File: config.mk
export PLATFORM = sky130hd
export DESIGN_NAME = sram_access_seq
export DESIGN_NICKNAME = d
export VERILOG_FILES = /design/src/rtl/sram_seq_pkg.sv /design/src/rtl/sram_cmd_decode.sv /design/src/rtl/sram_addr_pipe.sv /design/src/rtl/sram_read_ctl.sv /design/src/rtl/sram_access_seq.sv
export SDC_FILE = /design/constraint.sdc
export NUM_CORES = 1
export LEC_CHECK = 0
export CAP_MARGIN = 20
export CELL_PAD_IN_SITES_DETAIL_PLACEMENT = 1
export CELL_PAD_IN_SITES_GLOBAL_PLACEMENT = 1
export CORE_ASPECT_RATIO = 1.75
export CORE_MARGIN = 3
export CORE_UTILIZATION = 27
export CTS_CLUSTER_SIZE = 30
export DETAILED_ROUTE_END_ITERATION = 10
export PLACE_DENSITY = 0.64
export SLEW_MARGIN = 15
export SYNTH_ARGS = -nofsm -noshare
export SYNTH_HDL_FRONTEND = slang
export SYNTH_SLANG_ARGS = --single-unit
File: constraint.sdc
create_clock -name clk -period 4.3 [get_ports clk]
set_input_delay 0.86 -clock clk [delete_from_list [all_inputs] [get_ports clk]]
set_output_delay 0.86 -clock clk [all_outputs]
set_load 0.01 [all_outputs]
File: src/rtl/sram_seq_pkg.sv
package sram_seq_pkg;
  typedef enum logic [1:0] {
    OP_NOP = 2'b00,
    OP_RD  = 2'b01,
    OP_WR  = 2'b10,
    OP_RSV = 2'b11
  } seq_op_e;

  localparam logic [1:0] SPACE_SRAM = 2'b10;

  typedef enum logic {
    DEC_IDLE = 1'b0,
    DEC_HAVE_A = 1'b1
  } dec_state_e;
endpackage

File: src/rtl/sram_cmd_decode.sv
module sram_cmd_decode
  import sram_seq_pkg::*;
#(
  parameter int CMD_W = 9,
  parameter int DQ_W = 72,
  parameter int IDX_W = 16,
  parameter int ID_W = 5,
  parameter int HI_W = 3,
  parameter int HI_LSB = 6,
  parameter int SEL_LSB = 19,
  parameter int ID_LSB = 21,
  localparam int ADR_W = HI_W + ID_W + IDX_W
) (
  input  logic             clk,
  input  logic             rst,
  input  logic             cmd_valid,
  input  logic [CMD_W-1:0] cmd,
  input  logic [DQ_W-1:0]  dq_in,
  input  logic [ID_W-1:0]  dev_id,
  input  logic             busy,
  output logic             issue,
  output logic             issue_wr,
  output logic [ADR_W-1:0] issue_adr,
  output logic             err
);
  dec_state_e       state_q;
  seq_op_e          op_q;
  logic [ADR_W-1:0] adr_q;
  logic             err_q;
  logic             a_ok;
  seq_op_e          op_in;

  assign op_in = seq_op_e'(cmd[1:0]);
  assign a_ok = cmd_valid && (op_in == OP_RD || op_in == OP_WR)
             && dq_in[SEL_LSB +: 2] == SPACE_SRAM
             && dq_in[ID_LSB +: ID_W] == dev_id;

  always_ff @(posedge clk) begin
    if (rst) begin
      state_q <= DEC_IDLE;
      op_q    <= OP_NOP;
      adr_q   <= '0;
      err_q   <= 1'b0;
    end else begin
      err_q <= 1'b0;
      case (state_q)
        DEC_IDLE: begin
          if (cmd_valid && busy) begin
            err_q <= 1'b1;
          end else if (a_ok) begin
            state_q <= DEC_HAVE_A;
            op_q    <= op_in;
            adr_q   <= {cmd[HI_LSB +: HI_W], dev_id, dq_in[IDX_W-1:0]};
          end
        end
        default: state_q <= DEC_IDLE;
      endcase
    end
  end

  assign issue     = (state_q == DEC_HAVE_A) && cmd_valid && (op_in == op_q);
  assign issue_wr  = (op_q == OP_WR);
  assign issue_adr = adr_q;
  assign err       = err_q;
endmodule

File: src/rtl/sram_addr_pipe.sv
module sram_addr_pipe #(
  parameter int ADR_W = 24,
  parameter int TL_W = 2,
  localparam int DEPTH = 2 + (1 << TL_W)
) (
  input  logic             clk,
  input  logic             rst,
  input  logic             ins,
  input  logic             ins_wr,
  input  logic [ADR_W-1:0] ins_adr,
  input  logic [TL_W-1:0]  tl,
  output logic [ADR_W-1:0] sadr,
  output logic             sadr_oe,
  output logic             ce_n,
  output logic             ale_n,
  output logic             we_n
);
  localparam int SLOT_W = $clog2(DEPTH);

  logic             vld [DEPTH];
  logic             wr  [DEPTH];
  logic [ADR_W-1:0] adr [DEPTH];
  logic [SLOT_W-1:0] slot;

  // entry enters so that it leaves stage 0 in cycle 3+tl, strobe in 4+tl
  assign slot = SLOT_W'(2) + SLOT_W'(tl);

  for (genvar g = 0; g < DEPTH; g++) begin : g_stage
    always_ff @(posedge clk) begin
      if (rst) begin
        vld[g] <= 1'b0;
        wr[g]  <= 1'b0;
        adr[g] <= '0;
      end else if (ins && slot == SLOT_W'(g)) begin
        vld[g] <= 1'b1;
        wr[g]  <= ins_wr;
        adr[g] <= ins_adr;
      end else if (g == DEPTH - 1) begin
        vld[g] <= 1'b0;
        wr[g]  <= 1'b0;
        adr[g] <= '0;
      end else begin
        vld[g] <= vld[(g + 1) % DEPTH];
        wr[g]  <= wr[(g + 1) % DEPTH];
        adr[g] <= adr[(g + 1) % DEPTH];
      end
    end
  end

  always_ff @(posedge clk) begin
    if (rst) begin
      sadr    <= '0;
      sadr_oe <= 1'b0;
      ce_n    <= 1'b1;
      ale_n   <= 1'b1;
      we_n    <= 1'b1;
    end else begin
      sadr    <= vld[0] ? adr[0] : '0;
      sadr_oe <= vld[0];
      ce_n    <= ~vld[0];
      ale_n   <= ~vld[0];
      we_n    <= ~(vld[0] & wr[0]);
    end
  end
endmodule

File: src/rtl/sram_read_ctl.sv
module sram_read_ctl #(
  parameter int TL_W = 2,
  parameter int HL_W = 3,
  localparam int CNT_W = $clog2(7 + (1 << TL_W) + (1 << HL_W))
) (
  input  logic            clk,
  input  logic            rst,
  input  logic            start,
  input  logic [TL_W-1:0] tl,
  input  logic [HL_W-1:0] hl,
  output logic            busy,
  output logic            ack,
  output logic            ack_oe,
  output logic            dq_oe
);
  logic             active_q;
  logic [CNT_W-1:0] cnt_q;
  logic [CNT_W-1:0] nk;
  logic [CNT_W-1:0] k_ack;

  assign nk    = cnt_q + CNT_W'(1);
  assign k_ack = CNT_W'(4) + CNT_W'(tl) + CNT_W'(hl);

  always_ff @(posedge clk) begin
    if (rst) begin
      active_q <= 1'b0;
      cnt_q    <= '0;
      ack      <= 1'b0;
      ack_oe   <= 1'b0;
      dq_oe    <= 1'b0;
    end else if (start) begin
      active_q <= 1'b1;
      cnt_q    <= CNT_W'(1);
      ack      <= 1'b0;
      ack_oe   <= 1'b0;
      dq_oe    <= 1'b0;
    end else if (active_q) begin
      cnt_q  <= nk;
      ack_oe <= (nk >= CNT_W'(3)) && (nk <= k_ack + CNT_W'(1));
      dq_oe  <= (nk >= CNT_W'(3)) && (nk <= k_ack);
      ack    <= (nk == k_ack);
      if (nk == k_ack + CNT_W'(2)) active_q <= 1'b0;
    end
  end

  assign busy = active_q;
endmodule

File: src/rtl/sram_access_seq.sv
module sram_access_seq
  import sram_seq_pkg::*;
#(
  parameter int CMD_W = 9,
  parameter int DQ_W = 72,
  parameter int IDX_W = 16,
  parameter int ID_W = 5,
  parameter int HI_W = 3,
  parameter int HI_LSB = 6,
  parameter int SEL_LSB = 19,
  parameter int ID_LSB = 21,
  parameter int TL_W = 2,
  parameter int HL_W = 3,
  localparam int ADR_W = HI_W + ID_W + IDX_W
) (
  input  logic             clk,
  input  logic             rst,
  input  logic             cmd_valid,
  input  logic [CMD_W-1:0] cmd,
  input  logic [DQ_W-1:0]  dq_in,
  output logic [DQ_W-1:0]  dq_out,
  output logic             dq_oe,
  input  logic [ID_W-1:0]  dev_id,
  input  logic [TL_W-1:0]  cfg_tl,
  input  logic [HL_W-1:0]  cfg_hl,
  output logic             ack,
  output logic             ack_oe,
  output logic [ADR_W-1:0] sadr,
  output logic             sadr_oe,
  output logic             ce_n,
  output logic             ale_n,
  output logic             we_n,
  output logic             err
);
  logic             busy;
  logic             issue;
  logic             issue_wr;
  logic [ADR_W-1:0] issue_adr;

  sram_cmd_decode #(
    .CMD_W(CMD_W), .DQ_W(DQ_W), .IDX_W(IDX_W), .ID_W(ID_W),
    .HI_W(HI_W), .HI_LSB(HI_LSB), .SEL_LSB(SEL_LSB), .ID_LSB(ID_LSB)
  ) u_dec (
    .clk(clk), .rst(rst), .cmd_valid(cmd_valid), .cmd(cmd), .dq_in(dq_in),
    .dev_id(dev_id), .busy(busy), .issue(issue), .issue_wr(issue_wr),
    .issue_adr(issue_adr), .err(err)
  );

  sram_addr_pipe #(.ADR_W(ADR_W), .TL_W(TL_W)) u_pipe (
    .clk(clk), .rst(rst), .ins(issue), .ins_wr(issue_wr), .ins_adr(issue_adr),
    .tl(cfg_tl), .sadr(sadr), .sadr_oe(sadr_oe), .ce_n(ce_n), .ale_n(ale_n),
    .we_n(we_n)
  );

  sram_read_ctl #(.TL_W(TL_W), .HL_W(HL_W)) u_rd (
    .clk(clk), .rst(rst), .start(issue && !issue_wr), .tl(cfg_tl), .hl(cfg_hl),
    .busy(busy), .ack(ack), .ack_oe(ack_oe), .dq_oe(dq_oe)
  );

  // bus is held at a defined level while the device owns it
  assign dq_out = '0;
endmodule

; ---- After elaboration in Yosys (flattened, before gate mapping)
; Memory sizes are Yosys's and may differ from the RTL's. A register that Yosys moved wholly into a read port is not among the register bits.
; Cells that the tools add are included.
[word_totals]
romBits = 0
in_bits = 94
elab_cells = 184
latchBits = 0
ramBits = 156
ff_bits = 40
n_memories = 3
output_inout_bits = 104
[mem_list]
columns = memory, depth, width, read_ports, rd_clocked_by_memory_dff, write_ports, line
row1 = u_pipe.adr, 6, 24, 6, 1, 6, sram_addr_pipe.sv:22  ; logic [ADR_W-1:0] adr [DEPTH];
row2 = u_pipe.vld, 6, 1, 6, 0, 6, sram_addr_pipe.sv:20  ; logic vld [DEPTH];
row3 = u_pipe.wr, 6, 1, 6, 0, 6, sram_addr_pipe.sv:21  ; logic wr [DEPTH];
[classes]
div = 0
mul = 0
mux = 81
n_eq_ne = 13
order_cmp = 3
n_addsub = 6
shift = 0
bitwise_logic = 41
n_reduce_logical = 24
[ops]
columns = op, n
row1 = $mux 24, 12
row2 = $mux 1, 69
row3 = $or 1x1->1, 36
row4 = $eq 5x5->1, 3
row5 = $logic_and 1x1->1, 15
row6 = $add 5x1->5 const B, 2
row7 = $le 5x5->1, 2
row8 = $eq 2x2->1 const B, 3
row9 = $eq 3x2->1 const B, 2
row10 = $eq 3x3->1 const B, 2
row11 = $reduce_or 2->1, 3
row12 = $add 5x2->5 const B, 1
row13 = $add 5x3->5, 1
row14 = $ge 5x2->1 const B, 1
row15 = $add 3x2->4 const A, 1
row16 = $not 1->1, 4
row17 = $add 2x2->3 const A, 1
row18 = $eq 3x1->1 const B, 1
row19 = $logic_not 3->1, 1
row20 = $reduce_and 3->1, 1
row21 = $reduce_or 3->1, 1
row22 = $eq 2x1->1 const B, 1
row23 = $eq 2x2->1, 1
row24 = $reduce_bool 2->1, 1
row25 = 3 further kinds, 3

; ---- Logic depth before layout (Yosys ltp)
; Gate-level depths: netlist of the first run.
[logic_depth]
ltp_word = 8
ltp_mapped = 11
mapped_depth_nobuf = 11

; ---- Cells and area by module
; Synthesis of the first run repeated with hierarchy kept, for this count alone.
[hier_totals]
hier_cells = 805
hier_area_um2 = 10334.9
[modules_own_cells]
columns = module, seq_area_each_um2, instances, area_each_um2, cells_each
row1 = sram_addr_pipe, 5225.0, 1, 7596.0, 505
row2 = sram_cmd_decode, 560.5, 1, 1347.5, 132
row3 = sram_read_ctl, 180.2, 1, 833.3, 94
row4 = sram_access_seq, 0.0, 1, 558.0, 74

; ---- Worst setup path after synthesis of the first run
; Ideal clock, no wire load.
[synth_timing]
path_kind = input -> register
startpoint = input cfg_tl[0]
endpoint = register u_rd.ack_oe
path_slack_ns = 1.144
required_time_ns = 4.230
path_stages = 11
path_buffers = 0
setup_ns = 0.070
arrival_ns = 3.086
cell_sequence = ha_1 fa_1 xnor2_1 ha_1 nand2_1 xnor2_1 ha_1 a211o_1 a31oi_1 o221ai_1 a21oi_1
[synth_between]
elab_chain_len = 5
[synth_lines]
columns = item, line
row1 = from (decl), sram_access_seq.sv:24  ; input logic [TL_W-1:0] cfg_tl,
row2 = $add 3x2->4, sram_read_ctl.sv:22  ; assign k_ack = CNT_W'(4) + CNT_W'(tl) + CNT_W'(hl);
row3 = $add 5x3->5, sram_read_ctl.sv:22
row4 = $add 5x1->5, sram_read_ctl.sv:39  ; ack_oe <= (nk >= CNT_W'(3)) && (nk <= k_ack + CNT_W'(1));
row5 = $le 5x5->1, sram_read_ctl.sv:39
row6 = $logic_and 1x1->1, sram_read_ctl.sv:39
row7 = to (signal assigned), sram_read_ctl.sv:39
row8 = to (decl), sram_read_ctl.sv:13  ; output logic ack_oe,
; Every way passes these cells.
; A chain may end at the register's enable or synchronous reset.

; ---- Worst setup path after layout of the first run
; Same ends and word-level chain as after synthesis.

==> reports/qor.json, run 1 <==
{
  "route.detailed.wl_per_inst_um": 12.0,
  "final.setup.tns_ns": 0,
  "postSynthRegisterBits": 220,
  "cts_root_buf": "sky130_fd_sc_hd__clkbuf_16",
  "power.share.sequential": 0.515,
  "cts_setup_buffers": 0,
  "min_period_ns": 3.30,
  "most-common-layout-cells": "228 x sky130_fd_sc_hd__conb_1, 156 x sky130_fd_sc_hd__edfxtp_1, 71 x sky130_fd_sc_hd__clkdlybuf4s50_1, 67 x sky130_fd_sc_hd__nor2_1, 64 x sky130_fd_sc_hd__dfxtp_1",
  "max_slew_margin": 0.437,
  "seqCellArea_um2": 5970,
  "gp_congestion": 0.702,
  "detailedRoute.firstIterationViolations": 202,
  "outcome": "finished clean",
  "drt_pass1_iterations": 4,
  "track_usage": 0.0896,
  "timing.critical_path.from_type": "input pin",
  "insertedDiodeCount": 0,
  "timing_max_transition_violations_final": 0,
  "numPlacedInstances": 1359,
  "buffer_ports.inserted": 72,
  "flow.area_growth_from_synthesis_pct": 23.1,
  "power.total_mw": 4.63,
  "finalNonFillerCells": 1399,
  "grt_overflow_total": 0,
  "place_hpwl_um": 11200,
  "vdd_ir_drop_max_mv": 0.226,
  "timing.rr.start": "u_rd.cnt_q[0]",
  "netSwitchingFraction": 0.210,
  "design.core.area_um2": 34600,
  "power_per_cell_area_nw_per_um2": 398,
  "cts.htree.levels": 1,
  "cts_repair_resize_count": 0,
  "mostFrequentLayoutCell": "sky130_fd_sc_hd__conb_1",
  "floorplan.io_pins": 198,
  "finalHoldViolations": 0,
  "footprint_of_the_multi_input_gates_um2": 3540,
  "timing.setup.critical_path_class": "input pin to flip-flop",
  "fillers": 3800,
  "drt-total-wl_um": 16800,
  "syn_avg_cell_area_um2": 13.4,
  "yosysSeqAreaShare": 0.631,
  "setup_skew_after_layout_ns": 0.0136,
  "dominantRegCellSynth": "sky130_fd_sc_hd__edfxtp_1",
  "ant_nets": 0,
  "r2r-end": "u_rd.ack_oe",
  "worstSkewPairLatency_ns": 0.51,
  "regToRegSetupSlack_ns": 2.06,
  "synth_top_cell_by_area": "sky130_fd_sc_hd__edfxtp_1",
  "critPathMaxFanout": 4,
  "cts_sinks": 220,
  "initial_core_utilization": 0.273,
  "drt-vias-per-instance": 3.86,
  "grt_pass1_vias": 5515,
  "number_of_antenna_violations_at_the_first_check_in_global_routing": 0,
  "worst_path_arrival_time_ns": 3.74,
  "synth-edff-count": 156,
  "leakagePower_nw": 4.78,
  "internal-power_mw": 3.66,
  "netlist.area_leader.share": 0.496,
  "critical_path.startpoint": "cfg_tl[0]",
  "fp.dieW_um": 147,
  "num_vias": 5396,
  "min_period_over_period": 0.768,
  "netlist-cell-type-count": 51,
  "rows": 90,
  "die_area_um2": 37400,
  "p_sw_uw": 972,
  "max-clock-path-buffers": 3,
  "chipHeight_um": 254,
  "max_cap_violations": 0,
  "tritoncts": "done",
  "yosys_warnings": 0,
  "ctsHoldBuffers": 0,
  "synth.area.top_cells": "sky130_fd_sc_hd__edfxtp_1 50%, sky130_fd_sc_hd__dfxtp_1 14%, sky130_fd_sc_hd__buf_4 6.0%",
  "rsz0062_at_grt": "no",
  "worstRegToRegCells": 8,
  "register_clock_pin_slew_on_the_reported_worst_setup_and_hold_paths_ns": 0.07,
  "finalSetupViolCount": 0,
  "worstSetupEndpoint": "u_rd.ack_oe",
  "end_kind": "flip-flop",
  "grt_max_degree": 71,
  "drt_drc_violations_left": 0,
  "critPathRequiredTime_ns": 4.74,
  "pwr-share-comb": 0.059,
  "cts_inserted_buffers": 22,
  "global_route_wire_length_before_repair_um": 27200,
  "hold_path_class": "flip-flop to flip-flop",
  "synth_cells": 704,
  "syn_area_um2": 9450,
  "max_freq_ghz": 0.303,
  "clkPwrFrac": 0.426,
  "postSynth.asyncResetShare": 0,
  "net_count_of_the_finished_layout": 1033,
  "worstMarginPinSlew_ns": 0.841,
  "drive_gt1_frac": 0.0831
}
==> metal layers <==
layer  global-route usage  up-vias  part of all wire
met5                    0        -                 0
met4               0.0395        0             0.031
li1                     -     2615                 -
met1               0.0927     2623              0.38
met2                0.177      130              0.55
met3               0.0125       28             0.044
==> registers in the layout, indices dropped and copies added (netlist names) <==
| register | cells |
|---|---|
| u_rd.cnt_q | 5 |
| u_dec.op_q | 2 |
| u_dec.state_q | 1 |
| u_pipe.ce_n | 1 |
| u_rd.ack_oe | 1 |
| u_pipe.adr | 144 |
| u_pipe.wr | 6 |
| u_dec.issue_adr | 24 |
| u_dec.err | 1 |
| u_rd.dq_oe | 1 |
| u_pipe.we_n | 1 |
| u_rd.busy | 1 |
| u_pipe.sadr_oe | 1 |
| u_pipe.vld | 6 |
| u_pipe.sadr | 24 |
| u_rd.ack | 1 |
==> critical path, cell delays in order <==
cell and delay, ns:
sky130_fd_sc_hd__clkdlybuf4s50_1 0.43, sky130_fd_sc_hd__ha_1 0.25, sky130_fd_sc_hd__fa_1 0.38, sky130_fd_sc_hd__xnor2_1 0.34, sky130_fd_sc_hd__ha_1 0.26, sky130_fd_sc_hd__nand2_1 0.07, sky130_fd_sc_hd__xnor2_1 0.13, sky130_fd_sc_hd__ha_1 0.32
sky130_fd_sc_hd__a211o_1 0.27, sky130_fd_sc_hd__a31oi_1 0.14, sky130_fd_sc_hd__o221ai_1 0.12, sky130_fd_sc_hd__a21oi_1 0.17
==> cell type report <==
| type | count | share of cell area |
|---|---|---|
| sequential | 220 | 0.513 |
| multi-input combinational | 590 | 0.305 |
| timing repair buffer | 79 | 0.0662 |
| clock buffer | 28 | 0.0519 |
| tap | 460 | 0.0495 |
| clock inverter | 12 | 0.0118 |
| inverter | 10 | 0.00323 |
==> cells by family (layout without fill, tap and decap cells) <==
group / Yosys count / after routing / share of synthesized area
AO/OA/AOI/OAI: 69 / 69 / 0.0635
XOR/XNOR: 22 / 22 / 0.0212
adder cells (fa/ha/maj): 16 / 16 / 0.0220
buffers and inverters: 120 / 129 / 0.0848
flip-flops: 220 / 220 / 0.631
multiplexers: 51 / 51 / 0.0540
other: 2 / 228 / 0.000794
AND/OR/NAND/NOR: 204 / 204 / 0.123
==> per-stage QoR <==
stage                     utilization  worst slack (ns)  hold slack, ns  area [um^2]
after floorplan                     -              1.14           0.387        10300
after global placement          0.315             0.535           0.396        10900
after detailed placement        0.315             0.473           0.404        10900
after CTS                       0.337             0.995           0.417        11600
after global routing            0.337             0.783           0.431        11600
final                           0.337             0.999           0.415        11600
==> power by group through the flow <==
stage                     Clock (mW)  Combinational, mW  Sequential (mW)
after floorplan                    0              0.226             2.42
after global placement             0              0.268             2.43
after detailed placement           0              0.275             2.43
after CTS                       2.06              0.276             2.38
after global routing            2.13              0.312             2.39
final                           1.97              0.274             2.38
==> worst min-delay path by stage <==
| stage | startpoint | cells past startpoint | end |
|---|---|---|---|
| floorplan | u_pipe.wr[0] | 1 | u_pipe.we_n |
| global placement | u_pipe.wr[0] | 1 | u_pipe.we_n |
| detailed placement | u_pipe.wr[0] | 1 | u_pipe.we_n |
| CTS | u_pipe.wr[0] | 1 | u_pipe.we_n |
| global route | u_pipe.wr[0] | 1 | u_pipe.we_n |
| finish | u_pipe.wr[0] | 1 | u_pipe.we_n |
==> cells in the mapped netlist, types with 3 or more instances <==
library cell                 n
sky130_fd_sc_hd__and2_1     49
sky130_fd_sc_hd__a22o_2     22
sky130_fd_sc_hd__xor2_1     14
sky130_fd_sc_hd__dfxtp_1    64
sky130_fd_sc_hd__buf_6       3
sky130_fd_sc_hd__buf_2       8
sky130_fd_sc_hd__a22o_1     28
sky130_fd_sc_hd__nand4_1     5
sky130_fd_sc_hd__a21oi_1     6
sky130_fd_sc_hd__mux2i_1    51
sky130_fd_sc_hd__nor2_1     67
sky130_fd_sc_hd__nand2_1     5
sky130_fd_sc_hd__nor2b_1    55
sky130_fd_sc_hd__ha_1       15
sky130_fd_sc_hd__clkbuf_1   20
sky130_fd_sc_hd__xnor2_1     7
sky130_fd_sc_hd__edfxtp_1  156
sky130_fd_sc_hd__inv_1      10
sky130_fd_sc_hd__nand3_1     3
sky130_fd_sc_hd__buf_4      76
Note: power is estimated with default switching activity, not from simulation.
==> run 2, diff against run 1 <==
Clock period 4.3 ns to 3.3 ns, I/O delays scaled along.
==> run 2 against run 1 <==
  * Die area unchanged
  * First-iteration DRC count down 15%
  * Total power up 28%
  * Register-to-register slack worse by 0.98 ns
  * Non-clock buffer count up 8
  * Critical path type unchanged
  * Combinational power up 35%
  * Largest power group unchanged
  * Global-route usage up 0.11 points
==> reports/qor.json, run 2 (synthesis gave the netlist of run 1 again) <==
{
  "outcome": "finished clean",
  "timing.setup.critical_path_class": "input pin to flip-flop",
  "drt-total-wl_um": 17100,
  "finalSetupViolCount": 0,
  "worst_hold_path.endpoint": "u_pipe.we_n",
  "critPathRequiredTime_ns": 3.74,
  "place_hpwl_um": 11300,
  "hold_path_depth": 1,
  "worst_path_arrival_time_ns": 3.35,
  "drt-vias-per-instance": 3.84,
  "cts.htree.levels": 1,
  "cts_repair_resize_count": 0,
  "global_route_wire_length_before_repair_um": 27600,
  "flow.area_growth_from_synthesis_pct": 23.6,
  "power_per_cell_area_nw_per_um2": 505,
  "track_usage": 0.0907,
  "cts_sinks": 220,
  "timing_max_transition_violations_final": 0,
  "mostFrequentLayoutCell": "sky130_fd_sc_hd__conb_1",
  "min_period_over_period": 0.881,
  "initial_core_utilization": 0.273,
  "max_cap_violations": 0,
  "drive_gt1_frac": 0.0898,
  "max_freq_ghz": 0.344,
  "number_of_antenna_violations_at_the_first_check_in_global_routing": 0,
  "max-clock-path-buffers": 3,
  "dpl_cell_area_um2": 11000,
  "cts_inserted_buffers": 22,
  "register_clock_pin_slew_on_the_reported_worst_setup_and_hold_paths_ns": 0.06,
  "buffer_ports.inserted": 72,
  "post_route_standard_cell_area_excluding_fillers_um2": 11700,
  "largest_reg_flops": 144,
  "regMostFlops": "u_pipe.adr",
  "die_area_um2": 37400,
  "insertedDiodeCount": 0,
  "critPathMaxFanout": 3,
  "setup_skew_after_layout_ns": 0.00684,
  "rsz0062_at_grt": "no",
  "finalHoldViolations": 0,
  "worstSkewPairLatency_ns": 0.51,
  "finalNonFillerCells": 1407,
  "grt_pass1_vias": 5605,
  "net_count_of_the_finished_layout": 1041,
  "timing.rr.start": "u_rd.cnt_q[0]",
  "design.core.area_um2": 34600,
  "vdd_ir_drop_max_mv": 0.309,
  "min_period_ns": 2.91,
  "detailedRoute.firstIterationViolations": 172,
  "numPlacedInstances": 1367,
  "floorplan.io_pins": 198,
  "ant_nets": 0,
  "cts_setup_buffers": 0,
  "regToRegSetupSlack_ns": 1.08,
  "drt_drc_violations_left": 0,
  "ctsHoldBuffers": 0,
  "worstMarginPinSlew_ns": 0.835,
  "fillers": 3799,
  "drt_pass1_iterations": 4,
  "tritoncts": "done",
  "worstRegToRegCells": 7,
  "r2r-end": "u_rd.ack_oe",
  "chipHeight_um": 254,
  "route.detailed.wl_per_inst_um": 12.1,
  "final.setup.tns_ns": 0,
  "leakagePower_nw": 4.81,
  "timing.final.ws_setup_ns": 0.392,
  "rows": 90,
  "dp_slack_ns": -0.155,
  "fp.dieW_um": 147,
  "end_kind": "flip-flop",
  "most-common-layout-cells": "228 x sky130_fd_sc_hd__conb_1, 156 x sky130_fd_sc_hd__edfxtp_1, 71 x sky130_fd_sc_hd__clkdlybuf4s50_1, 67 x sky130_fd_sc_hd__nor2_1, 64 x sky130_fd_sc_hd__dfxtp_1",
  "grt_max_degree": 84,
  "num_vias": 5405,
  "cts_root_buf": "sky130_fd_sc_hd__clkbuf_16",
  "grt_overflow_total": 0,
  "gp_congestion": 0.714,
  "worstHoldStart": "u_pipe.wr[0]",
  "timing.critical_path.from_type": "input pin",
  "final_core_util": 0.338,
  "hold_path_class": "flip-flop to flip-flop",
  "max_slew_margin": 0.441
}
[run 2: changes by cell type in the layout (fill, tap and decap cells not counted), sizes merged]
cell | before | now
buf | 8 | 16
bufinv | 3 | 1
inv | 11 | 10
clkbuf | 28 | 32
clkinvlp | 1 | 0
[run 2: worst max path at each step]
| stage | start | end | slack [ns] | cells after the start |
|---|---|---|---|---|
| final | cfg_tl[0] | u_rd.ack_oe | 0.39 | 12 |
| after global routing | cfg_tl[0] | u_rd.ack_oe | 0.17 | 12 |
| after CTS | cfg_tl[0] | u_rd.ack_oe | 0.39 | 12 |
| after detailed placement | cfg_tl[0] | u_rd.ack_oe | -0.15 | 12 |
| after global placement | cfg_tl[0] | u_rd.ack_oe | -0.08 | 12 |
| after floorplan | cfg_tl[0] | u_rd.ack_oe | 0.34 | 11 |
[run 2: per-stage QoR]
stage | hold slack (ns) | total power [mW]
finish | 0.412 | 5.91
global route | 0.426 | 6.16
CTS | 0.417 | 6.02
detailed placement | 0.403 | 3.54
global placement | 0.403 | 3.52
floorplan | 0.387 | 3.45
[run 2: worst max-delay path: stages]
cell                              delay (ns)
sky130_fd_sc_hd__clkdlybuf4s50_1        0.43
sky130_fd_sc_hd__ha_1                   0.24
sky130_fd_sc_hd__fa_1                   0.39
sky130_fd_sc_hd__xnor2_1                0.21
sky130_fd_sc_hd__ha_1                   0.21
sky130_fd_sc_hd__nand2_1                0.07
sky130_fd_sc_hd__xnor2_1                0.13
sky130_fd_sc_hd__ha_1                   0.32
sky130_fd_sc_hd__a211o_1                0.27
sky130_fd_sc_hd__a31oi_1                0.14
sky130_fd_sc_hd__o221ai_1               0.12
sky130_fd_sc_hd__a21oi_1                0.17
[run 2: final cells by class]
class | count | area, um^2 | area share
timing repair buffer | 87 | 868 | 0.0743
inverter | 10 | 37.5 | 0.00321
multi-input combinational | 590 | 3540 | 0.303
tap | 460 | 576 | 0.0492
clock buffer | 32 | 618 | 0.0529
clock inverter | 8 | 78.8 | 0.00674
sequential | 220 | 5970 | 0.510
[run 2: power breakdown]
group | total, mW | switching [mW] | internal (mW) | leakage, nW
combinational | 0.369 | 0.204 | 0.165 | 2.35
clock | 2.43 | 1.05 | 1.39 | 0.343
sequential | 3.10 | 0.0267 | 3.08 | 2.12
[run 2: metal layers]
metal / GRT usage / up-vias / share of wire
li1: - / 2627 / -
met1: 0.0916 / 2615 / 0.37
met2: 0.184 / 142 / 0.56
met3: 0.0139 / 21 / 0.051
met4: 0.0331 / 0 / 0.023
met5: 0 / - / 0
